## src/rtl/bank_xlate_pkg.sv

```systemverilog
package bank_xlate_pkg;
    typedef enum logic [1:0] {
        ST_IDLE      = 2'd0,
        ST_WRITE     = 2'd1,
        ST_READ_HOLD = 2'd2
    } pg_state_e;
endpackage

```

## src/rtl/bxl_page_reg.sv

```systemverilog
module bxl_page_reg
    import bank_xlate_pkg::*;
#(
    parameter int DATA_W = 8
) (
    input  logic              clk,
    input  logic              rst_n,
    input  logic [DATA_W-1:0] cpu_data,
    input  logic              cpu_rw,
    input  logic              bus_e,
    input  logic              reg_sel,
    output logic [DATA_W-1:0] page_q
);
    pg_state_e         state_q, state_d;
    logic [DATA_W-1:0] stage_q, stage_d;
    logic [DATA_W-1:0] page_d;

    // state register
    always_ff @(posedge clk) begin
        if (!rst_n) begin
            state_q <= ST_IDLE;
            stage_q <= '0;
            page_q  <= '0;
        end else begin
            state_q <= state_d;
            stage_q <= stage_d;
            page_q  <= page_d;
        end
    end

    // next state and register loads
    always_comb begin
        state_d = state_q;
        stage_d = stage_q;
        page_d  = page_q;
        unique case (state_q)
            ST_IDLE: begin
                if (bus_e && reg_sel) begin
                    if (cpu_rw) begin
                        state_d = ST_READ_HOLD;
                    end else begin
                        state_d = ST_WRITE;
                        stage_d = cpu_data;
                    end
                end
            end
            ST_WRITE: begin
                if (bus_e) begin
                    stage_d = cpu_data;
                end else begin
                    page_d  = stage_q;
                    state_d = ST_IDLE;
                end
            end
            ST_READ_HOLD: begin
                if (!bus_e) state_d = ST_IDLE;
            end
            default: state_d = ST_IDLE;
        endcase
    end

    AST_HOLD_NO_COMMIT: assert property (@(posedge clk) disable iff (!rst_n)
        !(state_q == ST_WRITE && !bus_e) |=> $stable(page_q));
    AST_READ_NO_CHANGE: assert property (@(posedge clk) disable iff (!rst_n)
        (state_q == ST_READ_HOLD) |=> $stable(page_q));
    AST_COMMIT_TO_IDLE: assert property (@(posedge clk) disable iff (!rst_n)
        (state_q == ST_WRITE && !bus_e) |=> (state_q == ST_IDLE));
endmodule

```

## src/rtl/bxl_ram_map.sv

```systemverilog
module bxl_ram_map #(
    parameter int ADDR_W = 16,
    parameter int PAGE_W = 4,
    parameter int SMALL_W = 2
) (
    input  logic [ADDR_W-1:0]          cpu_addr,
    input  logic [PAGE_W-1:0]          page_ram,
    input  logic                       ram_small,
    output logic [ADDR_W-1+PAGE_W-1:0] ram_addr
);
    localparam int WIN_W  = ADDR_W - 1;
    localparam int RAM_AW = WIN_W + PAGE_W;

    logic              upper_half;
    logic [PAGE_W-1:0] page_eff;

    assign upper_half = cpu_addr[WIN_W];

    always_comb begin
        // upper half is steered to the last page, never the register
        page_eff = upper_half ? {PAGE_W{1'b1}} : page_ram;
        if (ram_small) begin
            for (int i = SMALL_W; i < PAGE_W; i++) page_eff[i] = 1'b0;
            // line above the kept bits is driven inverted (high enable on small part)
            page_eff[SMALL_W] = 1'b1;
        end
        ram_addr = {page_eff, cpu_addr[WIN_W-1:0]};
    end

    always_comb begin
        if (upper_half && !ram_small)
            AST_UPPER_FIXED: assert (ram_addr[RAM_AW-1:WIN_W] == {PAGE_W{1'b1}});
        if (ram_small)
            AST_SMALL_TOP: assert (!ram_addr[RAM_AW-1] && ram_addr[WIN_W+SMALL_W]);
    end
endmodule

```

## src/rtl/bxl_rom_map.sv

```systemverilog
module bxl_rom_map #(
    parameter int BANK_W = 3,
    parameter int ROM_WIN_W = 12
) (
    input  logic [ROM_WIN_W-1:0]        win_addr,
    input  logic [BANK_W-1:0]           bank,
    output logic [BANK_W+ROM_WIN_W-1:0] rom_addr
);
    assign rom_addr = {bank, win_addr};
endmodule

```

## src/rtl/bank_xlate.sv

```systemverilog
module bank_xlate #(
    parameter int ADDR_W    = 16,
    parameter int PAGE_W    = 4,
    parameter int BANK_W    = 3,
    parameter int ROM_WIN_W = 12,
    parameter int SMALL_W   = 2
) (
    input  logic                          clk,
    input  logic                          rst_n,
    input  logic [ADDR_W-1:0]             cpu_addr,
    input  logic [PAGE_W+BANK_W:0]        cpu_data,
    input  logic                          cpu_rw,
    input  logic                          bus_e,
    input  logic                          reg_sel,
    input  logic                          ram_small,
    output logic [ADDR_W-1+PAGE_W-1:0]    ram_addr,
    output logic [BANK_W+ROM_WIN_W-1:0]   rom_addr,
    output logic [PAGE_W+BANK_W:0]        page_value,
    output logic                          led
);
    localparam int DATA_W  = PAGE_W + BANK_W + 1;
    localparam int BANK_LO = PAGE_W;
    localparam int LED_BIT = DATA_W - 1;

    logic [DATA_W-1:0] page_q;

    bxl_page_reg #(.DATA_W(DATA_W)) u_page (
        .clk(clk), .rst_n(rst_n), .cpu_data(cpu_data), .cpu_rw(cpu_rw),
        .bus_e(bus_e), .reg_sel(reg_sel), .page_q(page_q)
    );

    bxl_ram_map #(.ADDR_W(ADDR_W), .PAGE_W(PAGE_W), .SMALL_W(SMALL_W)) u_ram (
        .cpu_addr(cpu_addr), .page_ram(page_q[PAGE_W-1:0]),
        .ram_small(ram_small), .ram_addr(ram_addr)
    );

    bxl_rom_map #(.BANK_W(BANK_W), .ROM_WIN_W(ROM_WIN_W)) u_rom (
        .win_addr(cpu_addr[ROM_WIN_W-1:0]), .bank(page_q[BANK_LO+BANK_W-1:BANK_LO]),
        .rom_addr(rom_addr)
    );

    assign page_value = page_q;
    assign led        = page_q[LED_BIT];

    AST_RESET_CLEAR: assert property (@(posedge clk)
        !rst_n |=> (page_value == '0));
endmodule

```

## config.mk

```make
export PLATFORM = sky130hd
export DESIGN_NAME = bank_xlate
export DESIGN_NICKNAME = d
export VERILOG_FILES = /design/src/rtl/bank_xlate_pkg.sv /design/src/rtl/bxl_page_reg.sv /design/src/rtl/bxl_ram_map.sv /design/src/rtl/bxl_rom_map.sv /design/src/rtl/bank_xlate.sv
export SDC_FILE = /design/constraint.sdc
export NUM_CORES = 1
export LEC_CHECK = 0
export CAP_MARGIN = 10
export CORE_MARGIN = 4
export CORE_UTILIZATION = 34
export CTS_CLUSTER_SIZE = 12
export DETAILED_ROUTE_END_ITERATION = 8
export PLACE_DENSITY = 0.79
export SYNTH_ARGS = -nofsm -noshare
export SYNTH_HDL_FRONTEND = slang
export SYNTH_SLANG_ARGS = --single-unit
```

## constraint.sdc

```tcl
create_clock -name clk -period 1.6 [get_ports clk]
set_input_delay 0.24 -clock clk [delete_from_list [all_inputs] [get_ports clk]]
set_output_delay 0.24 -clock clk [all_outputs]
set_load 0.02 [all_outputs]
```

==> metrics.csv, run 1 <==
metric;value;unit
status;completed;
path_cells;clkdlybuf4s50_1, or2_2, dlygate4sd2_1;
crit_slowest_cell;clkdlybuf4s50_1;
cts_tree;done;
critPathArrivalTime;1300;ps
cp_max_fo;4;
via_per_inst;4.68;
worstSetupPathType;input port to output pin;
num_antenna_cells;0;
numCtsBuffers;3;
synthesis.area;1030;um2
final-setup-viol-count;0;
grt.total_usage;10.2;%
finalCritPeriodShare;96.4;%
grt_max_degree;29;
startpoint_type;input port;
relSlewSlack;75.3;%
h-tree-depth;1;
drive_gt1_share;8.87;%
synth_area_leaders;dfxtp_1 (35%), buf_4 (23%), nand2_1 (12%);
io_pins;73;
hp-class;flip-flop to flip-flop;
drt-pass1-iter-count;4;
drtAntennaViolNets;0;
yosys.area.top_type;dfxtp_1;
synth.most_common_cell;nand2_1;
timing.fmax;0.648;GHz
start_util;36.4;%
yosysSeqAreaShare;35.0;%
die_h;63.1;um
critPathBufInv;2;
cpLargestDelayFamily;buffers and inverters;
rsz0062_at_grt;false;
grt.overflow.total;0;
cts_setup_buffers;0;
vdd_ir_drop_max;0.000544;V
worstMarginPinSlew;370;ps
syn_area_per_cell;8.31;um2
synth_top_area_share;35.0;%
drv_slew;0;
synth_top_cells_by_count;nand2_1 (34), buf_4 (31), dfxtp_1 (18);
syn2layout_area_growth;12.3;%
syn_inst;124;
wl_per_cell;11.8;um
mappedNetlistNets;156;
p_leak;0.427;nW
clock-skew-final;5.27;ps
port_buffers;30;
final_hold_viol_count;0;
die_area;3980;um2
drc;0;
root_buffer;clkbuf_4;
maxCapViolations;0;
crit_path_end_kind;output pin;
synth_edf_count;0;
ys_types;20;
slowest_delay;450;ps
gp_congestion;0.726;
antenna_found_initial;0;
hold_slack;464;ps
path_clk_slew;100;ps
core;2830;um2
rows;19;
clockBufferDepth;2;
nets;157;
synthArstFlopShare;0;%
grt_first_pass_wirelength;3.15;mm
period_minus_slack;1540;ps
grt_pass1_vias;742;
clkLatencyLatePin;300;ps
drt_wl_total;1.83;mm
initialDrtViolationCount;10;
num_vias;725;
clock_sinks;18;
p_per_area;835;nW/um2
yosys_warnings;0;
die-width;63.1;um
ys.flop_type;dfxtp_1;
hpwlAfterDp;1.44;mm
worstPathRequired;1360;ps
ys_ff_latch;18;
layout.core_utilization;40.9;%
==> cells in the final DEF, fill, tap and decap left out, drive strengths merged <==
master         synthesis  final
or3                    1      1
nor2b                  1      1
clkdlybuf4s50          0     26
or2                    2      2
nand2b                 2      2
inv                    2      2
a21boi                 8      8
nand2                 35     35
ha                     2      2
nand3b                 2      2
nand3                  1      1
a22oi                  1      1
buf                   34      2
dfxtp                 18     18
dlygate4sd2            0      3
mux2i                 10     10
o21ai                  1      1
clkbuf                 2      5
nor2                   2      2
==> worst paths after layout <==
kind	startpoint	endpoint	slack, ps	depth (start not counted)
setup reg to reg	u_page.state_q[1]$_SDFFE_PN0P_	u_page.stage_q[6]$_SDFFE_PN0P_	210	5
hold reg to reg	u_page.stage_q[0]$_SDFFE_PN0P_	u_page.page_q[0]$_SDFFE_PN0P_	460	2
hold / removal	u_page.stage_q[0]$_SDFFE_PN0P_	u_page.page_q[0]$_SDFFE_PN0P_	460	2
setup / recovery	cpu_addr[15]	ram_addr[16]	60	3
==> cell type report <==
class / count / area, um2
multi-input combinational: 68 / 408
fill: 296 / 1670
sequential: 18 / 360
timing repair buffer: 32 / 307
tap: 31 / 38.8
clock buffer: 4 / 36.3
inverter: 2 / 7.51
==> power breakdown <==
part,total (W),switching [W],internal (W)
logic,0.000198,0.0000980,0.0000999
registers,0.000484,0.0000125,0.000472
clock network,0.000285,0.000146,0.000139
==> cell families after synthesis <==
| group | after synthesis | share of synthesized area (%) |
|---|---|---|
| and+or+nand+nor | 46 | 19.3 |
| adders and majority gates | 2 | 2.43 |
| muxes | 10 | 9.71 |
| AOI/OAI and AO/OA | 10 | 8.13 |
| DFF | 18 | 35.0 |
| buffers and inverters | 38 | 25.5 |
==> per-stage QoR <==
step	instance area (um2)	TNS (ps)	worst slack (ps)	total power (W)	instances
after global routing	1160	0	6.12	0.00102	155
after global placement	1130	-605	-214	0.000685	151
after floorplan	1030	0	384	0.000721	124
final	1160	0	57.6	0.000967	155
after detailed placement	1130	-705	-233	0.000700	151
after CTS	1160	0	17.9	0.000985	155
==> worst register-to-register path: cells and delay by family (launching register included) <==
kind / cells / cell delay (ps)
mux: 1 / 240
flops: 1 / 320
buf+inv: 1 / 80
simple gates: 1 / 120
fa+ha+maj: 1 / 230
compound gates: 1 / 330
==> registers in the layout, indices dropped and copies added (netlist names) <==
signal          flops
u_page.state_q      2
u_page.stage_q      8
u_page.page_q       8
==> layer usage <==
metal	GRT usage (%)	share of wire (%)	vias to the layer above
met1	9.40	38	334
met2	17.9	51	22
li1	-	-	364
met4	7.44	2.3	0
met3	4.26	8.9	5
met5	0	0	-
==> what timing repair did <==
action,CTS,global route
setup endpoints to repair,4,1
hold buffers,0,0
gates resized for setup,5,1
No activity file was read; power rests on OpenSTA's default activity.
==> inputs of run 2 (changes only) <==
Settings changed: SKIP_LAST_GASP from default to 1.
==> results of run 2 <==
The final DEF is identical to that of run 1; final timing and power are the same.
Among the figures that moved: number of gates resized after CTS 5 -> 4
==> inputs of run 3 (changes only) <==
Settings changed: SETUP_SLACK_MARGIN from default to 0.05.
==> run 3 against run 2 <==
Net effect:
- sequential power about the same
- worst setup slack improved by 28 ps
- critical path depth is the same
- sequential cell count unchanged
- sequential share of layout area decreased by 0.53 points
- global-route usage unchanged
- first-iteration DRC count grew 10%
- clock skew unchanged
- non-clock buffer count did not move
- die area unchanged
- final cell count unchanged
- highest routed layer unchanged
==> metrics.csv, run 3 (synthesis gave the netlist of run 1 again) <==
metric;value;unit
status;completed;
die_h;63.1;um
n_fill_cell;286;
final_common_cell;nand2_1;
core;2830;um2
num_antenna_cells;0;
endpoint;ram_addr[16];
rr_worst_depth;5;
h-tree-depth;1;
grt.total_usage;10.2;%
die-width;63.1;um
cts_tree;done;
drtAntennaViolNets;0;
multi_input_area;408;um2
largestRegisters;u_page.page_q: 8 flops, u_page.stage_q: 8 flops, u_page.state_q: 2 flops;
crit_path_end_kind;output pin;
worstPathRequired;1360;ps
total_power;0.000966;W
drt_wl_total;1.85;mm
initialDrtViolationCount;11;
clkLatencyLatePin;300;ps
syn2layout_area_growth;14.2;%
dpl_cell_area;1130;um2
wl_per_cell;11.9;um
maxCapViolations;0;
layout.core_utilization;41.6;%
path_depth;3;
layout_common_cells;nand2_1 (34), dfxtp_1 (18), clkdlybuf4s50_1 (17);
timing.fmax;0.661;GHz
final_hold_viol_count;0;
grt_pass1_vias;742;
p_per_area;821;nW/um2
drive_gt1_share;9.68;%
io_pins;73;
cpLargestDelayFamily;buffers and inverters;
hpwlAfterDp;1.44;mm
die_area;3980;um2
port_buffers;30;
num_vias;724;
nets;157;
grt_first_pass_wirelength;3.15;mm
grt.overflow.total;0;
worstSetupPathType;input port to output pin;
numCtsBuffers;3;
start_util;36.4;%
critPathBufInv;2;
root_buffer;clkbuf_4;
crit_start;cpu_addr[15];
slowest_delay;450;ps
clockBufferDepth;2;
path_cells;clkdlybuf4s50_1, or2_2, clkdlybuf4s15_1;
finalCritPeriodShare;94.6;%
drv_slew;0;
hp-class;flip-flop to flip-flop;
via_per_inst;4.67;
p_leak;0.594;nW
drc;0;
r2r_start;u_page.state_q[1]$_SDFFE_PN0P_;
drt-pass1-iter-count;4;
vdd_ir_drop_max;0.000544;V
crit_slowest_cell;clkdlybuf4s50_1;
critPathArrivalTime;1270;ps
grt_max_degree;29;
gp_congestion;0.726;
r2r-end;u_page.stage_q[6]$_SDFFE_PN0P_;
final-setup-viol-count;0;
rsz0062_at_grt;false;
rows;19;
cp_max_fo;4;
worstMarginPinSlew;370;ps
clock-skew-final;5.27;ps
hold_slack;463;ps
startpoint_type;input port;
path_clk_slew;100;ps
r2r_setup_slack;210;ps
period_minus_slack;1510;ps
ff_latch_area;360;um2
final_area;1180;um2
relSlewSlack;75.3;%
antenna_found_initial;0;
layout_setup_ws;86.1;ps
clock_sinks;18;
dpl_worst_slack;-233;ps
holdBufCountCts;0;
## run 3: cell count changes in the layout (fill, tap and decap cells not counted)
cell | before | now
clkbuf_2 | 1 | 2
clkdlybuf4s15_1 | 0 | 1
clkdlybuf4s50_1 | 26 | 17
dlygate4sd2_1 | 3 | 1
dlymetal6s2s_1 | 0 | 9
## run 3: through the flow
step	TNS [ps]	std cells
after floorplan	0	124
after global placement	-605	151
after detailed placement	-705	151
after CTS	-6.77	155
after global routing	0	155
final	0	155
## run 3: final cells by class
type	instances	area share, %
Clock buffer	4	3.08
Multi-Input combinational cell	68	34.6
Tap cell	31	3.29
Sequential cell	18	30.6
Timing Repair Buffer	32	27.7
Inverter	2	0.638
## run 3: repair_timing
action | CTS | global route
resized for setup | 4 | 14
setup endpoints to repair | 4 | 13
buffers inserted | 0 | 0
## run 3: layer usage
layer / wire (um) / up-vias / global-route usage (%)
met2: 931 / 22 / 17.9
li1: - / 364 / -
met5: 0 / - / 0
met4: 42 / 0 / 7.44
met3: 146 / 5 / 4.26
met1: 726 / 333 / 9.40
## run 3: where the power goes
group          switching, W  leakage, nW  internal, W
Sequential        0.0000124        0.146     0.000472
Clock              0.000146       0.0210     0.000139
Combinational     0.0000982        0.427    0.0000995
Total              0.000256        0.594     0.000710
## run 3: how the worst min path moves through the flow
stage                                        start                        endpoint  cells past startpoint
floorplan                              cpu_data[0]  u_page.stage_q[0]$_SDFFE_PN0P_                      2
global placement    u_page.stage_q[2]$_SDFFE_PN0P_   u_page.page_q[2]$_SDFFE_PN0P_                      2
global route                           cpu_data[5]  u_page.stage_q[5]$_SDFFE_PN0P_                      3
finish              u_page.stage_q[0]$_SDFFE_PN0P_   u_page.page_q[0]$_SDFFE_PN0P_                      2
CTS                 u_page.stage_q[0]$_SDFFE_PN0P_   u_page.page_q[0]$_SDFFE_PN0P_                      2
detailed placement  u_page.stage_q[0]$_SDFFE_PN0P_   u_page.page_q[0]$_SDFFE_PN0P_                      2
## run 3: worst reg2reg max path, stage by stage (launching register included)
cell and delay [ps]:
dfxtp_1 320, inv_1 80, ha_1 230, nand2b_1 120, o21ai_4 330, mux2i_1 240
